## src/rtl/rtc_regport_pkg.sv

```systemverilog
package rtc_regport_pkg;
  localparam int BYTE_W = 8;

  // register indices the decode depends on
  localparam int IX_SEC  = 0;
  localparam int IX_ASEC = 1;
  localparam int IX_MIN  = 2;
  localparam int IX_AMIN = 3;
  localparam int IX_HR   = 4;
  localparam int IX_AHR  = 5;
  localparam int IX_CTLA = 10;
  localparam int IX_CTLB = 11;
  localparam int IX_FLAG = 12;
  localparam int IX_FIXD = 13;

  // mode register A
  localparam int A_BUSY = 7;
  // enable register B
  localparam int B_HOLD = 7;
  localparam int B_PEN  = 6;
  localparam int B_AEN  = 5;
  localparam int B_UEN  = 4;
  localparam int B_SQW  = 3;
  // flag register C
  localparam int F_ANY = 7;
  localparam int F_PER = 6;
  localparam int F_ALM = 5;
  localparam int F_UPD = 4;

  localparam logic [BYTE_W-1:0] A_INIT  = 8'h26;
  localparam logic [BYTE_W-1:0] B_INIT  = 8'h02;
  localparam logic [BYTE_W-1:0] D_FIXED = 8'h80;
  localparam logic [BYTE_W-1:0] B_CLR_MASK = 8'h68;

  localparam int ALM_FIELDS = 3;
endpackage

```

## src/rtl/rtc_alarm_cmp.sv

```systemverilog
module rtc_alarm_cmp
  import rtc_regport_pkg::*;
#(
  parameter int N = ALM_FIELDS
) (
  input  logic [N-1:0][BYTE_W-1:0] alm_i,
  input  logic [N-1:0][BYTE_W-1:0] cur_i,
  output logic                     hit_o
);
  logic [N-1:0] fld_ok;

  for (genvar i = 0; i < N; i++) begin : g_fld
    // a field matches on equality or when both top bits are set
    assign fld_ok[i] = (alm_i[i][BYTE_W-1 -: 2] == 2'b11) || (alm_i[i] == cur_i[i]);
  end

  assign hit_o = &fld_ok;
endmodule

```

## src/rtl/rtc_byte_store.sv

```systemverilog
module rtc_byte_store
  import rtc_regport_pkg::*;
#(
  parameter int DEPTH = 128,
  parameter int IW    = $clog2(DEPTH)
) (
  input  logic                  clk,
  input  logic                  rst_n,
  input  logic                  wr_en,
  input  logic [IW-1:0]         wr_idx,
  input  logic [BYTE_W-1:0]     wr_data,
  input  logic                  rf_en,
  input  logic [BYTE_W-1:0]     rf_sec,
  input  logic [BYTE_W-1:0]     rf_min,
  input  logic [BYTE_W-1:0]     rf_hr,
  input  logic [IW-1:0]         rd_idx,
  output logic [BYTE_W-1:0]     rd_data,
  output logic [ALM_FIELDS-1:0][BYTE_W-1:0] alm_o
);
  logic [DEPTH-1:0][BYTE_W-1:0] ent_w;

  for (genvar g = 0; g < DEPTH; g++) begin : g_ent
    localparam bit RF_HIT = (g == IX_SEC) || (g == IX_MIN) || (g == IX_HR);
    logic [BYTE_W-1:0] rf_val;
    logic [BYTE_W-1:0] q;
    logic [BYTE_W-1:0] nxt;
    logic              hit_wr;
    logic              ld;

    if (g == IX_SEC) begin : g_rs
      assign rf_val = rf_sec;
    end else if (g == IX_MIN) begin : g_rm
      assign rf_val = rf_min;
    end else if (g == IX_HR) begin : g_rh
      assign rf_val = rf_hr;
    end else begin : g_rn
      assign rf_val = '0;
    end

    assign hit_wr = wr_en && (wr_idx == IW'(g));

    always_comb begin
      nxt = q;
      ld  = 1'b0;
      if (RF_HIT && rf_en) begin
        nxt = rf_val;
        ld  = 1'b1;
      end
      // host write wins over a refresh in the same cycle
      if (hit_wr) begin
        nxt = wr_data;
        ld  = 1'b1;
      end
    end

    always_ff @(posedge clk or negedge rst_n) begin
      if (!rst_n) begin
        q <= '0;
      end else if (ld) begin
        q <= nxt;
      end
    end

    assign ent_w[g] = q;
  end

  assign rd_data  = ent_w[rd_idx];
  assign alm_o[0] = ent_w[IX_ASEC];
  assign alm_o[1] = ent_w[IX_AMIN];
  assign alm_o[2] = ent_w[IX_AHR];
endmodule

```

## src/rtl/rtc_ctl_regs.sv

```systemverilog
module rtc_ctl_regs
  import rtc_regport_pkg::*;
(
  input  logic              clk,
  input  logic              rst_n,
  input  logic              wr_a,
  input  logic              wr_b,
  input  logic [BYTE_W-1:0] wdata,
  input  logic              upd_start,
  input  logic              upd_done,
  input  logic              sys_clr,
  output logic [BYTE_W-1:0] a_q,
  output logic [BYTE_W-1:0] b_q
);
  logic [BYTE_W-1:0] a_nxt;
  logic [BYTE_W-1:0] b_nxt;
  logic              a_ld;
  logic              b_ld;

  always_comb begin
    a_nxt = a_q;
    if (wr_a) begin
      a_nxt[A_BUSY-1:0] = wdata[A_BUSY-1:0];
    end
    if (upd_start && !b_q[B_HOLD]) a_nxt[A_BUSY] = 1'b1;
    if (upd_done)                  a_nxt[A_BUSY] = 1'b0;
    if (wr_b && wdata[B_HOLD])     a_nxt[A_BUSY] = 1'b0;

    b_nxt = b_q;
    if (wr_b) begin
      b_nxt = wdata;
      if (wdata[B_HOLD]) b_nxt[B_UEN] = 1'b0;
    end
    if (sys_clr) b_nxt = b_nxt & ~B_CLR_MASK;
  end

  assign a_ld = wr_a | wr_b | upd_start | upd_done;
  assign b_ld = wr_b | sys_clr;

  always_ff @(posedge clk or negedge rst_n) begin
    if (!rst_n) begin
      a_q <= A_INIT;
    end else if (a_ld) begin
      a_q <= a_nxt;
    end
  end

  always_ff @(posedge clk or negedge rst_n) begin
    if (!rst_n) begin
      b_q <= B_INIT;
    end else if (b_ld) begin
      b_q <= b_nxt;
    end
  end
endmodule

```

## src/rtl/rtc_flag_reg.sv

```systemverilog
module rtc_flag_reg
  import rtc_regport_pkg::*;
(
  input  logic              clk,
  input  logic              rst_n,
  input  logic              en_per,
  input  logic              en_upd,
  input  logic              en_alm,
  input  logic              per_tick,
  input  logic              upd_done,
  input  logic              alarm_hit,
  input  logic              rd_clr,
  input  logic              sys_clr,
  output logic [BYTE_W-1:0] c_q,
  output logic              irq_o
);
  logic [BYTE_W-1:0] set_v;
  logic [BYTE_W-1:0] c_nxt;
  logic              c_ld;

  always_comb begin
    set_v        = '0;
    set_v[F_PER] = per_tick && en_per;
    set_v[F_UPD] = upd_done && en_upd;
    set_v[F_ALM] = upd_done && en_alm && alarm_hit;
    set_v[F_ANY] = set_v[F_PER] | set_v[F_UPD] | set_v[F_ALM];

    // events in the read cycle survive the clear
    c_nxt = (rd_clr ? '0 : c_q) | set_v;
    if (sys_clr) c_nxt = '0;
  end

  assign c_ld = rd_clr | sys_clr | set_v[F_ANY];

  always_ff @(posedge clk or negedge rst_n) begin
    if (!rst_n) begin
      c_q <= '0;
    end else if (c_ld) begin
      c_q <= c_nxt;
    end
  end

  assign irq_o = c_q[F_ANY];
endmodule

```

## src/rtl/rtc_regport.sv

```systemverilog
module rtc_regport
  import rtc_regport_pkg::*;
#(
  parameter int DEPTH = 128,
  localparam int IW   = $clog2(DEPTH)
) (
  input  logic              clk,
  input  logic              rst_n,
  input  logic              acc_en,
  input  logic              acc_wr,
  input  logic              acc_addr,
  input  logic [BYTE_W-1:0] wdata,
  output logic [BYTE_W-1:0] rdata,
  input  logic              upd_start,
  input  logic              upd_done,
  input  logic              per_tick,
  input  logic              sys_clr,
  input  logic [BYTE_W-1:0] tm_sec,
  input  logic [BYTE_W-1:0] tm_min,
  input  logic [BYTE_W-1:0] tm_hour,
  output logic              irq,
  output logic [BYTE_W-1:0] ctl_a,
  output logic [BYTE_W-1:0] ctl_b
);
  // reset: asserted asynchronously, released on a clock edge
  logic [1:0] rst_sync_q;
  logic       rst_int_n;

  always_ff @(posedge clk or negedge rst_n) begin
    if (!rst_n) begin
      rst_sync_q <= '0;
    end else begin
      rst_sync_q <= {rst_sync_q[0], 1'b1};
    end
  end
  assign rst_int_n = rst_sync_q[1];

  // index register
  logic [IW-1:0] idx_q;
  logic          idx_ld;

  assign idx_ld = acc_en && acc_wr && !acc_addr;

  always_ff @(posedge clk or negedge rst_int_n) begin
    if (!rst_int_n) begin
      idx_q <= '0;
    end else if (idx_ld) begin
      idx_q <= wdata[IW-1:0];
    end
  end

  // decode
  logic data_wr;
  logic data_rd;
  logic sel_a;
  logic sel_b;
  logic sel_c;
  logic sel_d;
  logic store_wr;
  logic rd_clr;

  assign data_wr  = acc_en && acc_wr && acc_addr;
  assign data_rd  = acc_en && !acc_wr && acc_addr;
  assign sel_a    = (idx_q == IW'(IX_CTLA));
  assign sel_b    = (idx_q == IW'(IX_CTLB));
  assign sel_c    = (idx_q == IW'(IX_FLAG));
  assign sel_d    = (idx_q == IW'(IX_FIXD));
  assign store_wr = data_wr && !(sel_a || sel_b || sel_c || sel_d);
  assign rd_clr   = data_rd && sel_c;

  logic [BYTE_W-1:0] a_q;
  logic [BYTE_W-1:0] b_q;
  logic [BYTE_W-1:0] c_q;
  logic [BYTE_W-1:0] st_rd;
  logic [ALM_FIELDS-1:0][BYTE_W-1:0] alm_w;
  logic [ALM_FIELDS-1:0][BYTE_W-1:0] cur_w;
  logic              alarm_hit;

  assign cur_w[0] = tm_sec;
  assign cur_w[1] = tm_min;
  assign cur_w[2] = tm_hour;

  rtc_byte_store #(.DEPTH(DEPTH), .IW(IW)) store_i (
    .clk     (clk),
    .rst_n   (rst_int_n),
    .wr_en   (store_wr),
    .wr_idx  (idx_q),
    .wr_data (wdata),
    .rf_en   (upd_done && !b_q[B_HOLD]),
    .rf_sec  (tm_sec),
    .rf_min  (tm_min),
    .rf_hr   (tm_hour),
    .rd_idx  (idx_q),
    .rd_data (st_rd),
    .alm_o   (alm_w)
  );

  rtc_ctl_regs ctl_i (
    .clk       (clk),
    .rst_n     (rst_int_n),
    .wr_a      (data_wr && sel_a),
    .wr_b      (data_wr && sel_b),
    .wdata     (wdata),
    .upd_start (upd_start),
    .upd_done  (upd_done),
    .sys_clr   (sys_clr),
    .a_q       (a_q),
    .b_q       (b_q)
  );

  rtc_alarm_cmp #(.N(ALM_FIELDS)) alm_i (
    .alm_i (alm_w),
    .cur_i (cur_w),
    .hit_o (alarm_hit)
  );

  rtc_flag_reg flag_i (
    .clk       (clk),
    .rst_n     (rst_int_n),
    .en_per    (b_q[B_PEN]),
    .en_upd    (b_q[B_UEN]),
    .en_alm    (b_q[B_AEN]),
    .per_tick  (per_tick),
    .upd_done  (upd_done),
    .alarm_hit (alarm_hit),
    .rd_clr    (rd_clr),
    .sys_clr   (sys_clr),
    .c_q       (c_q),
    .irq_o     (irq)
  );

  // read mux
  always_comb begin
    if (!acc_addr)  rdata = 8'hFF;
    else if (sel_a) rdata = a_q;
    else if (sel_b) rdata = b_q;
    else if (sel_c) rdata = c_q;
    else if (sel_d) rdata = D_FIXED;
    else            rdata = st_rd;
  end

  assign ctl_a = a_q;
  assign ctl_b = b_q;
endmodule

```

## config.mk

```make
export PLATFORM = sky130hd
export DESIGN_NAME = rtc_regport
export DESIGN_NICKNAME = d
export VERILOG_FILES = /design/src/rtl/rtc_regport_pkg.sv /design/src/rtl/rtc_alarm_cmp.sv /design/src/rtl/rtc_byte_store.sv /design/src/rtl/rtc_ctl_regs.sv /design/src/rtl/rtc_flag_reg.sv /design/src/rtl/rtc_regport.sv
export SDC_FILE = /design/constraint.sdc
export NUM_CORES = 2
export LEC_CHECK = 0
export ABC_AREA = 1
export BUFFER_PORTS_ARGS = -buffer_cell sky130_fd_sc_hd__buf_4
export CORE_AREA = 2 2 354 356
export CTS_BUF_LIST = sky130_fd_sc_hd__clkbuf_4 sky130_fd_sc_hd__clkbuf_8 sky130_fd_sc_hd__clkbuf_16
export DETAILED_ROUTE_END_ITERATION = 8
export DIE_AREA = 0 0 356 358
export GPL_TIMING_DRIVEN = 0
export PLACE_DENSITY_LB_ADDON = 0.12
export SLEW_MARGIN = 20
export SYNTH_ARGS = -nofsm -noshare
export SYNTH_HDL_FRONTEND = slang
export SYNTH_HIERARCHICAL = 1
export SYNTH_SLANG_ARGS = --single-unit
```

## constraint.sdc

```tcl
create_clock -name clk -period 59 [get_ports clk]
set_clock_uncertainty 0.1 [all_clocks]
set_input_delay 8.85 -clock clk [delete_from_list [all_inputs] [get_ports clk]]
set_output_delay 8.85 -clock clk [all_outputs]
set_load 0.05 [all_outputs]
```

==> summary.md <==
| Metric | Value |
|---|---|
| VDD IR max | 28.8 uV |
| Max Fclk | 53.8 MHz |
| Routed WL | 213 mm |
| Critical Path Sink Type | output pin |
| Vias in the first global route | 44244 |
| DR vias/cell | 5.68 |
| Rel. slew slack | 0.122 |
| Synth top area cells | dfrtp_1, nand2_1, nand3_1, o21ai_0, clkbuf_1 |
| NetSw | 0.000670 W |
| Post-CTS setup buffer count | 0 |
| I/O pin count | 66 |
| Core Area | 0.123 mm2 |
| Initial DRC Count | 5986 |
| Sum of negative setup slack | 0 ps |
| Min Clock Period, post-route | 18580 ps |
| Static leakage | 25.2 nW |
| Total CTS buffers | 118 |
| Clk buf depth | 3 |
| Final setup vio count | 0 |
| CP startpoint kind | input port |
| Die H | 358 um |
| Final worst slack | 40420 ps |
| FFs w/ async S/R, synth | 1.00 |
| Synth Area per Inst | 7.88 um2 |
| Sequential share of the synthesized area | 0.538 |
| GRT overflow | 0 |
| Min Hold Slack | 249 ps |
| PwrDens | 35.6 mW/mm2 |
| Max Slew Vio Count | 0 |
| Synth cell types | 31 |
| Largest net degree at the start of global routing | 57 |
| Combinational power share | 0.208 |
| Worst setup path class | in2out |
| Post-CTS Hold Buffers | 0 |
| Least-Margin Pin Slew | 1320 ps |
| Drt pass-1 iters | 9 |
| Final instance area | 0.0567 mm2 |
| Status | finished, final reports clean |
| Starting Density | 0.397 |
| Sw Ratio | 0.332 |
| Crit path DAT | 9630 ps |
| Overall die width | 356 um |
| Sequential power share | 0.401 |
| Ys flop type | dfrtp_1 |
| CTS tree | done |
| CP Data Required Time | 50050 ps |
| Pint | 0.00135 W |
| EDFF count, synth | 0 |
| Initial antenna violation count | 14 |
| Yosys reg bits | 1053 |
| Warnings, synthesis | 6 |
| Num Clock Sinks | 1053 |
| PortBufs | 65 |
| First-pass GRT wire length | 307 mm |
| H-tree depth | 3 |
| Gr usage total | 0.332 |
| DP Area | 0.0525 mm2 |
| Worst-path fanout max | 10 |
| WL per Instance | 26.1 um |
| Share of cells above drive strength 1 | 0.0721 |
| Rows | 129 |
| Syn Inst Count | 6216 |
| # Max-Cap Violations | 0 |
| Worst-path clk slew | 60 ps |
| Tightest Hold Check Type | reg2async |
| Clk_lat worst skew | 770 ps |
| Pre-CTS WS | 40460 ps |
| Reg area | 0.0264 mm2 |
| Nets@finish | 6488 |
| Clock network power share | 0.391 |
| Hold Violations, Final | 0 |
| Footprint of the multi-input gates | 0.0204 mm2 |
| CTS resizes | 0 |
| Cell taking the most area after synthesis | dfrtp_1 |
| Clock Tree Root | clkbuf_16 |
| Final period util | 0.315 |
| DRC | 0 |
| Post-route ant nets | 0 |
| Global placer's final weighted congestion | 0.992 |
| Netlist Area Pre-Place | 0.0490 mm2 |
| Dpl hpwl | 157 mm |
| Area growth, synth to finish | 15.7% |
| Share of the synthesized area in the top cell type | 0.536 |
| Full die area | 0.127 mm2 |
| Fillers | 12631 |
| RSZ-0062 raised after global routing | no |
| Via count | 46528 |
==> Yosys cell counts, types with 10 or more instances <==
cell,n
nand2_1,2380
dfrtp_1,1049
nand3_1,999
o21ai_0,934
clkbuf_1,403
inv_1,77
nor2_1,77
o21ai_1,46
a21oi_1,43
buf_1,35
buf_2,27
o211ai_1,24
buf_6,15
nand2_2,12
nand2_4,12
xnor2_1,11
buf_4,10
==> cell type report <==
class,instances,area share
antenna,2,0.0000883
buffer,490,0.0362
clock buffer,172,0.0634
clock inverter,47,0.0100
inverter,85,0.00567
multi-input combinational,4591,0.360
sequential,1053,0.465
tap,1637,0.0361
timing repair buffer,108,0.0236
==> through the flow <==
step	std cells	util	power [W]
floorplan	6219	-	0.00103
global placement	7921	0.418	0.00122
detailed placement	7963	0.426	0.00123
CTS	8182	0.460	0.00201
global route	8183	0.460	0.00208
finish	8185	0.460	0.00202
==> registers in the layout, summed over array words and instances, names as in the netlist <==
name	count
idx_q	7
ctl_i/a_q	8
rst_sync_q	2
store_i/g_ent.q	1024
flag_i/c_q	4
ctl_i/b_q	8
==> path summary, 6_finish.rpt <==
kind                          startpoint                     end  slack, ps  cells past startpoint
hold reg to reg            rst_sync_q[1]  store_i/g_ent[78].q[2]        250                      0
setup / recovery                acc_addr                rdata[5]      40420                      6
min in group clk           rst_sync_q[0]           rst_sync_q[1]        250                      0
hold / removal             rst_sync_q[1]  store_i/g_ent[78].q[2]        250                      0
setup reg to reg                idx_q[5]  store_i/g_ent[64].q[5]      54620                     15
max in group asynchronous          rst_n           rst_sync_q[1]      50940                      1
==> power groups by stage <==
stage	Sequential (W)	Clock, W	Combinational [W]
2_1_floorplan	0.000825	0	0.000209
6_report	0.000808	0.000790	0.000420
4_1_cts	0.000807	0.000799	0.000407
3_5_place_dp	0.000819	0	0.000406
5_1_grt	0.000813	0.000827	0.000440
3_3_place_gp	0.000836	0	0.000382
==> logic make-up (layout without fill, tap and decap cells) <==
family / Yosys count / count (layout) / synth area share
compound gates: 1048 / 1048 / 0.108
xor+xnor: 18 / 18 / 0.00322
buf+inv: 575 / 902 / 0.0478
flops: 1053 / 1053 / 0.538
mux: 2 / 2 / 0.000459
other cells: 2 / 7 / 0.000153
simple gates: 3518 / 3518 / 0.302
==> layer usage <==
layer  routed length [um]  track usage
met1                84500        0.428
met2                93600        0.504
met3                21300       0.0875
met4                13800        0.194
met5                   69            0
==> worst max-delay path, stage by stage <==
cell	delay, ps
buf_4	90
buf_2	210
nand2_1	80
inv_1	50
nand3b_1	130
buf_4	220
==> placed cells by master, fill, tap and decap left out, types with 9 or more instances in the layout <==
cell type / netlist / routed
nand2_1: 2380 / 2380
dfrtp_1: 1049 / 1048
nand3_1: 999 / 999
o21ai_0: 934 / 934
clkbuf_1: 403 / 382
clkbuf_16: 0 / 122
buf_4: 10 / 82
inv_1: 77 / 77
nor2_1: 77 / 75
o21ai_1: 46 / 46
a21oi_1: 43 / 43
buf_1: 35 / 34
buf_2: 27 / 28
clkinv_2: 0 / 28
clkbuf_8: 0 / 26
clkbuf_4: 0 / 24
o211ai_1: 24 / 24
clkbuf_2: 0 / 21
buf_16: 0 / 20
buf_6: 15 / 18
nor3_4: 7 / 14
nand2_2: 12 / 12
bufinv_16: 0 / 12
nand2_4: 12 / 12
xnor2_1: 11 / 11
buf_8: 0 / 9
Power figures use the tool's default switching activity.
